$ cat src/rtl/tsa_pkg.sv
package tsa_pkg;
  typedef enum logic [0:0] {
    STREAM_LEAD = 1'b0,
    STREAM_RED  = 1'b1
  } stream_e;

  localparam int unsigned NUM_STREAMS = 2;

  typedef logic [NUM_STREAMS-1:0] stream_vec_t;
endpackage

$ cat src/rtl/tsa_status.sv
module tsa_status #(
  parameter int unsigned DEPTH  = 32,
  parameter int unsigned MAX_PE = 8,
  localparam int unsigned FREE_W = $clog2(DEPTH + 1),
  localparam int unsigned PE_W   = $clog2(MAX_PE + 1)
) (
  input  logic              clk_i,
  input  logic              rst_ni,
  input  logic [FREE_W-1:0] free_cnt_i,
  input  logic [PE_W-1:0]   pe_cnt_i,
  output logic [FREE_W-1:0] free_q_o,
  output logic [PE_W-1:0]   pe_q_o,
  output logic              full_o,
  output logic              has_entry_o,
  output logic              has_room_o
);
  logic [FREE_W-1:0] free_q;
  logic [PE_W-1:0]   pe_q;

  always_ff @(posedge clk_i or negedge rst_ni) begin
    if (!rst_ni) begin
      free_q <= FREE_W'(DEPTH);
      pe_q   <= '0;
    end else begin
      free_q <= free_cnt_i;
      pe_q   <= pe_cnt_i;
    end
  end

  // Widen both operands before comparing so the widths can differ.
  localparam int unsigned CMP_W = (FREE_W > PE_W) ? FREE_W : PE_W;

  always_comb begin
    full_o      = CMP_W'(free_q) <= CMP_W'(pe_q);
    has_entry_o = free_q < FREE_W'(DEPTH);
    has_room_o  = free_q != '0;
  end

  assign free_q_o = free_q;
  assign pe_q_o   = pe_q;
endmodule

$ cat src/rtl/tsa_stage_arb.sv
module tsa_stage_arb
  import tsa_pkg::*;
(
  input  stream_vec_t req_i,
  input  stream_vec_t elig_i,
  input  logic        prefer_red_i,
  output stream_vec_t gnt_o
);
  stream_vec_t cand;

  always_comb begin
    cand  = req_i & elig_i;
    gnt_o = '0;
    if (prefer_red_i) begin
      if (cand[STREAM_RED])       gnt_o[STREAM_RED]  = 1'b1;
      else if (cand[STREAM_LEAD]) gnt_o[STREAM_LEAD] = 1'b1;
    end else begin
      if (cand[STREAM_LEAD])      gnt_o[STREAM_LEAD] = 1'b1;
      else if (cand[STREAM_RED])  gnt_o[STREAM_RED]  = 1'b1;
    end
  end
endmodule

$ cat src/rtl/two_stream_arb.sv
module two_stream_arb
  import tsa_pkg::*;
#(
  parameter int unsigned DEPTH  = 32,
  parameter int unsigned MAX_PE = 8,
  localparam int unsigned FREE_W = $clog2(DEPTH + 1),
  localparam int unsigned PE_W   = $clog2(MAX_PE + 1)
) (
  input  logic              clk_i,
  input  logic              rst_ni,
  input  logic              lead_disp_req_i,
  input  logic              red_disp_req_i,
  input  logic              lead_ret_req_i,
  input  logic              red_ret_req_i,
  input  logic [FREE_W-1:0] free_cnt_i,
  input  logic [PE_W-1:0]   pe_cnt_i,
  output logic [1:0]        disp_gnt_o,
  output logic [1:0]        ret_gnt_o
);
  logic [FREE_W-1:0] free_q;
  logic [PE_W-1:0]   pe_q;
  logic              q_full, q_has_entry, q_has_room;

  tsa_status #(.DEPTH(DEPTH), .MAX_PE(MAX_PE)) u_status (
    .clk_i       (clk_i),
    .rst_ni      (rst_ni),
    .free_cnt_i  (free_cnt_i),
    .pe_cnt_i    (pe_cnt_i),
    .free_q_o    (free_q),
    .pe_q_o      (pe_q),
    .full_o      (q_full),
    .has_entry_o (q_has_entry),
    .has_room_o  (q_has_room)
  );

  stream_vec_t disp_req, disp_elig, ret_req, ret_elig;
  stream_vec_t disp_gnt, ret_gnt;

  always_comb begin
    disp_req  = {red_disp_req_i, lead_disp_req_i};
    ret_req   = {red_ret_req_i, lead_ret_req_i};
    // redundant dispatch needs a checked entry; leading retire needs room
    disp_elig = {q_has_entry, 1'b1};
    ret_elig  = {1'b1, q_has_room};
  end

  tsa_stage_arb u_disp_arb (
    .req_i        (disp_req),
    .elig_i       (disp_elig),
    .prefer_red_i (q_full),
    .gnt_o        (disp_gnt)
  );

  tsa_stage_arb u_ret_arb (
    .req_i        (ret_req),
    .elig_i       (ret_elig),
    .prefer_red_i (q_full),
    .gnt_o        (ret_gnt)
  );

  assign disp_gnt_o = disp_gnt;
  assign ret_gnt_o  = ret_gnt;
endmodule

$ cat config.mk
export PLATFORM = sky130hd
export DESIGN_NAME = two_stream_arb
export DESIGN_NICKNAME = d
export VERILOG_FILES = /design/src/rtl/tsa_pkg.sv /design/src/rtl/tsa_status.sv /design/src/rtl/tsa_stage_arb.sv /design/src/rtl/two_stream_arb.sv
export SDC_FILE = /design/constraint.sdc
export NUM_CORES = 1
export LEC_CHECK = 0
export ABC_AREA = 1
export BUFFER_PORTS_ARGS = -buffer_cell sky130_fd_sc_hd__buf_4
export CAP_MARGIN = 20
export CORE_MARGIN = 1.5
export CORE_UTILIZATION = 35
export DETAILED_ROUTE_END_ITERATION = 8
export PLACE_DENSITY_LB_ADDON = 0.2
export SLEW_MARGIN = 40
export SYNTH_ARGS = -nofsm -noshare
export SYNTH_HDL_FRONTEND = slang
export SYNTH_SLANG_ARGS = --single-unit
$ cat constraint.sdc
create_clock -name clk_i -period 4.1 [get_ports clk_i]
set_clock_uncertainty 0.1 [all_clocks]
set_input_delay 0.41 -clock clk_i [delete_from_list [all_inputs] [get_ports clk_i]]
set_output_delay 0.41 -clock clk_i [all_outputs]
set_load 0.01 [all_outputs]
==> results.py, run 1 <==
metrics = {
    "placement": {
        "gp_congestion": 0.643,
        "dpl.hpwl_um": 622,
        "io_buffer_count": 19,
    },
    "final_layout": {
        "diodes": 0,
        "nNetsFinal": 101,
        "final_layout_size_suffix_gt1_share_pct": 36.3,
        "final_util_pct": 52.3,
        "area_growth_pct": 40.9,
    },
    "clock_tree": {
        "hold_buffers": 1,
        "clock_path_buffers": 2,
        "cts_resized": 0,
        "post_cts_buffers": 0,
        "cts_sinks": 10,
        "cts_buffers": 3,
        "cts_tree": "yes",
        "htreeDepth": 1,
        "path_clk_slew_ns": 0.06,
        "root_buffer": "clkbuf_4",
    },
    "min_path": {
        "hold_depth": 1,
        "hold_class": "primary input to flip-flop",
        "min_to": "u_status.pe_q_o[0]",
        "min_from": "pe_cnt_i[0]",
    },
    "pwr": {
        "seq_power_share_pct": 50.7,
        "switching_share_pct": 22.9,
        "power.internal_mw": 0.161,
        "p_comb_share_pct": 17.4,
        "pwr-share-clk_pct": 31.9,
        "switchingPower_mw": 0.0481,
        "power_leakage_nw": 0.381,
        "power_density_nw_per_um2": 308,
        "peakVddDrop_mv": 0.237,
    },
    "timing": {
        "rsz0062_at_grt": "no",
        "max_freq_ghz": 0.475,
        "setup_violations": 0,
        "tightest_slew_ns": 0.185,
        "period_minus_slack_ns": 2.11,
        "report.final.slew_viol_count": 0,
        "max_slew_margin_pct": 87.6,
        "hold_viol": 0,
        "finalCritPeriodShare_pct": 51.4,
        "finalSetupTns_ns": 0,
    },
    "grt": {
        "grt_pass1_wl_mm": 1.13,
        "track_usage_pct": 11.7,
        "grt_max_degree": 11,
        "grt_overflow": 0,
        "grt_pass1_vias": 295,
        "antenna_found_initial": 0,
    },
    "die": {
        "start_util_pct": 37.1,
        "die_w_um": 40.1,
        "dieArea_sq_um": 1610,
        "die_h_um": 40.1,
        "io_pins": 20,
        "core_region_area_sq_um": 1300,
        "rows": 13,
    },
    "detailed_routing": {
        "vias": 400,
        "vias_per_cell": 4.21,
        "first_pass_iters": 4,
        "drt-initial-drc-count": 1,
        "drt_wl_total_um": 737,
        "wl_per_cell_um": 7.76,
        "remaining_drc_errors": 0,
        "route.antenna.remaining_nets": 0,
    },
    "critical_path": {
        "crit_path_end_kind": "primary output",
        "criticalPathCategory": "flip-flop to primary output",
        "critical-path-top-delay-family": "simple AND/OR/NAND/NOR gates",
        "required_ns": 3.59,
        "crit_path_max_fanout": 4,
        "crit_path_top_delay_cell": "dfrtp_1",
        "critical_path.max_stage_delay_ns": 0.38,
        "crit_chain": "ha_1, nand2_1, nor3_2, inv_2, nand2_2, nand2_1, nand2_1, buf_4",
        "cp_num_buf_inv": 2,
        "critPathLaunchType": "flip-flop",
        "arrival_ns": 1.60,
        "cpMostUsedCell": "nand2_1",
    },
    "synth": {
        "synth-warning-count": 0,
        "ys_types": 12,
        "ys_seq_area_share_pct": 52.1,
        "synth_cells": 56,
        "synthesis.nets": 76,
        "avgSynthCellArea_sq_um": 8.62,
        "synth_area_sq_um": 483,
        "ys_seq_elements": 10,
    },
    "status": {
        "status": "completed",
    },
    "run": {
        "cap_violations": 0,
    },
}
==> stage by stage <==
stage          hold slack, ns  power, mW  instances  setup slack [ns]  cell area [sq um]
2_1_floorplan          0.0144      0.124         56              2.37                483
3_3_place_gp            0.142      0.144         90              2.28                644
3_5_place_dp            0.142      0.144         90              2.25                644
4_1_cts                 0.140      0.215         95              1.97                681
5_1_grt                 0.141      0.224         95              1.86                681
6_report                0.155      0.210         95              1.99                681
==> cells in the mapped netlist <==
| cell type | number | area (sq um) |
|---|---|---|
| nand2_1 | 14 | 52.6 |
| inv_1 | 10 | 37.5 |
| dfrtp_1 | 9 | 225 |
| nor2_1 | 6 | 22.5 |
| ha_1 | 4 | 50.1 |
| a21oi_1 | 3 | 15.0 |
| nand2_2 | 3 | 18.8 |
| inv_2 | 2 | 7.51 |
| nand3_1 | 2 | 10.0 |
| a21boi_0 | 1 | 7.51 |
| dfstp_2 | 1 | 26.3 |
| nor3_2 | 1 | 10.0 |
==> registers in the layout (all words and copies together), names as in the netlist <==
signal / cells
u_status.free_q_o: 6
u_status.pe_q_o: 4
==> power by group through the flow <==
stage	Combinational (mW)	Clock, mW	Sequential, mW
2_1_floorplan	0.0167	0	0.108
3_3_place_gp	0.0359	0	0.108
3_5_place_dp	0.0363	0	0.108
4_1_cts	0.0373	0.0718	0.106
5_1_grt	0.0411	0.0759	0.107
6_report	0.0364	0.0669	0.106
==> placed cells by master (no fill, tap or decap) <==
master         synthesis  routed
dfstp_2                1       1
buf_4                  0      19
inv_2                  2       2
a21boi_0               1       1
clkbuf_1               0       1
inv_1                 10      10
ha_1                   4       4
a21oi_1                3       3
dfrtp_1                9       9
clkbuf_4               0       3
nand3_1                2       2
nand2_1               14      14
nor3_2                 1       1
nand2_2                3       3
nor2_1                 6       6
dlygate4sd3_1          0       1
==> cell families after synthesis <==
family | Yosys count | share of synthesized area, %
flops | 10 | 52.1
compound gates | 4 | 4.66
buf+inv | 12 | 9.33
simple gates | 26 | 23.6
fa+ha+maj | 4 | 10.4
==> how the worst max path moves through the flow <==
stage | startpoint | endpoint | slack, ns | cells past startpoint
after floorplan | u_status.free_q_o[3] | disp_gnt_o[0] | 2.37 | 7
final | u_status.free_q_o[3] | ret_gnt_o[1] | 1.99 | 8
after CTS | u_status.free_q_o[3] | ret_gnt_o[1] | 1.97 | 8
after global routing | u_status.free_q_o[3] | disp_gnt_o[0] | 1.86 | 8
after global placement | u_status.free_q_o[3] | ret_gnt_o[1] | 2.28 | 8
after detailed placement | u_status.free_q_o[3] | ret_gnt_o[1] | 2.25 | 8
==> cell type report <==
cell class / instances / area [sq um]
Multi-Input combinational cell: 34 / 186
Fill cell: 135 / 621
Inverter: 12 / 45.0
Tap cell: 15 / 18.8
Clock buffer: 4 / 26.3
Sequential cell: 10 / 251
Timing Repair Buffer: 20 / 153
==> layer usage <==
metal	up-vias	routed length, um	global-route usage, %
met3	2	49	1.67
met5	-	0	0
li1	218	-	-
met1	167	297	10.9
met2	13	373	19.4
met4	0	17	15.5
No activity file was read; power rests on OpenSTA's default activity.
==> run 2: changes to the inputs <==
ABC_AREA = 0   (was 1)
CORE_AREA = 2 2 39 41   (was default)
CORE_MARGIN = default   (was 1.5)
CORE_UTILIZATION = default   (was 35)
DIE_AREA = 0 0 41 43   (was default)
clock period = 2.17 ns   (was 4.1 ns; I/O delays follow)
==> results.py, run 2 <==
metrics = {
    "synth": {
        "ys_seq_elements": 10,
        "avgSynthCellArea_sq_um": 13.0,
        "ys_seq_area_share_pct": 58.4,
        "yosysTopAreaCell": "dfrtp_1",
        "yosysMostFrequentCell": "dfrtp_1",
        "synthTopCellsByCount": "9 x dfrtp_1, 5 x inv_1, 4 x ha_1",
        "synth_edf_count": 0,
        "synth_area_sq_um": 430,
        "async_reset_ff_share_pct": 100,
        "synth_cells": 33,
        "synth_top_area_share_pct": 52.3,
        "ys.flop_type": "dfrtp_1",
        "ys_top_cells_by_area": "dfrtp_1 52%, ha_1 12%, a2111oi_4 6.4%, dfstp_2 6.1%, inv_1 4.4%",
        "synth-warning-count": 0,
        "synthesis.nets": 53,
        "ys_types": 18,
    },
    "placement": {
        "dpl.hpwl_um": 598,
        "io_buffer_count": 19,
        "postPlaceCellArea_sq_um": 593,
        "gp_congestion": 0.693,
        "pre_cts_ws_ns": 0.288,
    },
    "die": {
        "core_region_area_sq_um": 1380,
        "start_util_pct": 31.1,
        "io_pins": 20,
        "die_h_um": 43,
        "rows": 14,
        "die_w_um": 41,
        "dieArea_sq_um": 1760,
    },
    "pwr": {
        "power_mw": 0.441,
        "peakVddDrop_mv": 0.374,
        "power_leakage_nw": 0.359,
        "power_density_nw_per_um2": 587,
    },
    "timing": {
        "max_freq_ghz": 0.483,
        "worst_slack_ns": 0.0981,
        "tightest_slew_ns": 0.259,
        "max_slew_margin_pct": 82.6,
        "report.final.slew_viol_count": 0,
        "period_minus_slack_ns": 2.07,
        "setup_violations": 0,
        "finalCritPeriodShare_pct": 95.5,
        "hold_viol": 0,
        "rsz0062_at_grt": "no",
        "finalSetupTns_ns": 0,
    },
    "critical_path": {
        "criticalPathCategory": "flip-flop to primary output",
        "crit_path_max_fanout": 4,
        "required_ns": 1.85,
        "arrival_ns": 1.75,
        "crit_path_end_kind": "primary output",
        "critPathLaunchType": "flip-flop",
    },
    "detailed_routing": {
        "remaining_drc_errors": 0,
        "first_pass_iters": 1,
        "vias": 351,
        "wl_per_cell_um": 9.87,
        "drt_wl_total_um": 819,
        "vias_per_cell": 4.23,
        "drt-initial-drc-count": 0,
        "route.antenna.remaining_nets": 0,
    },
    "clock_tree": {
        "htreeDepth": 1,
        "path_clk_slew_ns": 0.06,
        "post_cts_buffers": 0,
        "cts_sinks": 10,
        "cts_buffers": 3,
        "cts_tree": "yes",
        "root_buffer": "clkbuf_4",
        "clock_path_buffers": 2,
    },
    "grt": {
        "grt_max_degree": 11,
        "grt_pass1_vias": 381,
        "antenna_found_initial": 0,
        "track_usage_pct": 12.6,
        "grt_pass1_wl_mm": 1.46,
        "grt_overflow": 0,
    },
    "final_layout": {
        "area_growth_pct": 74.7,
        "nNetsFinal": 88,
        "final_common_cell": "buf_4",
        "final_util_pct": 54.3,
        "diodes": 0,
        "final_layout_size_suffix_gt1_share_pct": 40.3,
        "largest_reg_flops": 6,
        "nFillCells": 134,
        "final_cell_mix": "19 x buf_4, 11 x dlygate4sd3_1, 9 x dfrtp_1, 5 x inv_1",
        "fin_area_sq_um": 752,
    },
    "status": {
        "status": "completed",
    },
    "run": {
        "cap_violations": 0,
    },
    "min_path": {
        "hold_class": "primary input to async pin",
    },
}
-- run 2: changes by cell type in the layout (fill, tap and decap cells not counted), sizes merged, moves of 2 or more --
cell         delta
nand2          -16
dlygate4sd3    +10
inv             -7
nor2            -5
nand3           -2
-- run 2: where the power goes --
group	total (mW)	switching (mW)	internal (mW)
Clock	0.159	0.0570	0.102
Combinational	0.0798	0.0281	0.0517
Sequential	0.203	0.00628	0.197
Total	0.441	0.0914	0.350
-- run 2: logic make-up after synthesis --
logic type	count (synthesis)	share of synthesized area (%)
DFF	10	58.4
adders and majority gates	4	11.6
AOI/OAI and AO/OA	7	16.9
and+or+nand+nor	7	8.72
buffers and inverters	5	4.36
-- run 2: routing by layer --
| metal | global-route usage (%) | share of wire (%) | vias up |
|---|---|---|---|
| li1 | - | - | 186 |
| met1 | 14.6 | 38 | 156 |
| met2 | 20.3 | 58 | 9 |
| met3 | 1.57 | 3.8 | 0 |
| met4 | 8.00 | 0 | 0 |
| met5 | 0 | 0 | - |
-- run 2: critical path: stages (launching register included) --
cell and delay (ns):
dfrtp_1 0.41, ha_4 0.27, a2111oi_4 0.35, a21oi_2 0.12, o211a_1 0.21, buf_4 0.14
-- run 2: timing repair --
action / CTS / global route
setup endpoints to repair: 1 / 0
hold buffers: 11 / 0
endpoints found under the hold margin: 20 / 0
gates resized for setup: 1 / 0
-- run 2: worst max path at each step --
stage / startpoint / to / slack (ns)
detailed placement: u_status.free_q_o[3] / ret_gnt_o[0] / 0.29
floorplan: u_status.free_q_o[3] / ret_gnt_o[1] / 0.41
global placement: u_status.free_q_o[3] / ret_gnt_o[0] / 0.30
CTS: u_status.pe_q_o[3] / ret_gnt_o[0] / 0.07
finish: u_status.free_q_o[3] / ret_gnt_o[0] / 0.1
global route: u_status.pe_q_o[3] / ret_gnt_o[0] / 0.03
-- run 2: through the flow --
step           instances  hold slack, ns
6_report              83           0.218
5_1_grt               83           0.242
4_1_cts               83           0.217
3_5_place_dp          68         -0.0504
3_3_place_gp          68         -0.0520
2_1_floorplan         33          -0.179
-- run 2: area by class of cell --
class	count	area (sq um)	share of cell area, %
repair buffers	30	253	33.6
flip-flops and latches	10	251	33.4
multi-input cells	18	173	23.0
clock buffers	4	36.3	4.83
well taps	16	20.0	2.66
inverters	5	18.8	2.50
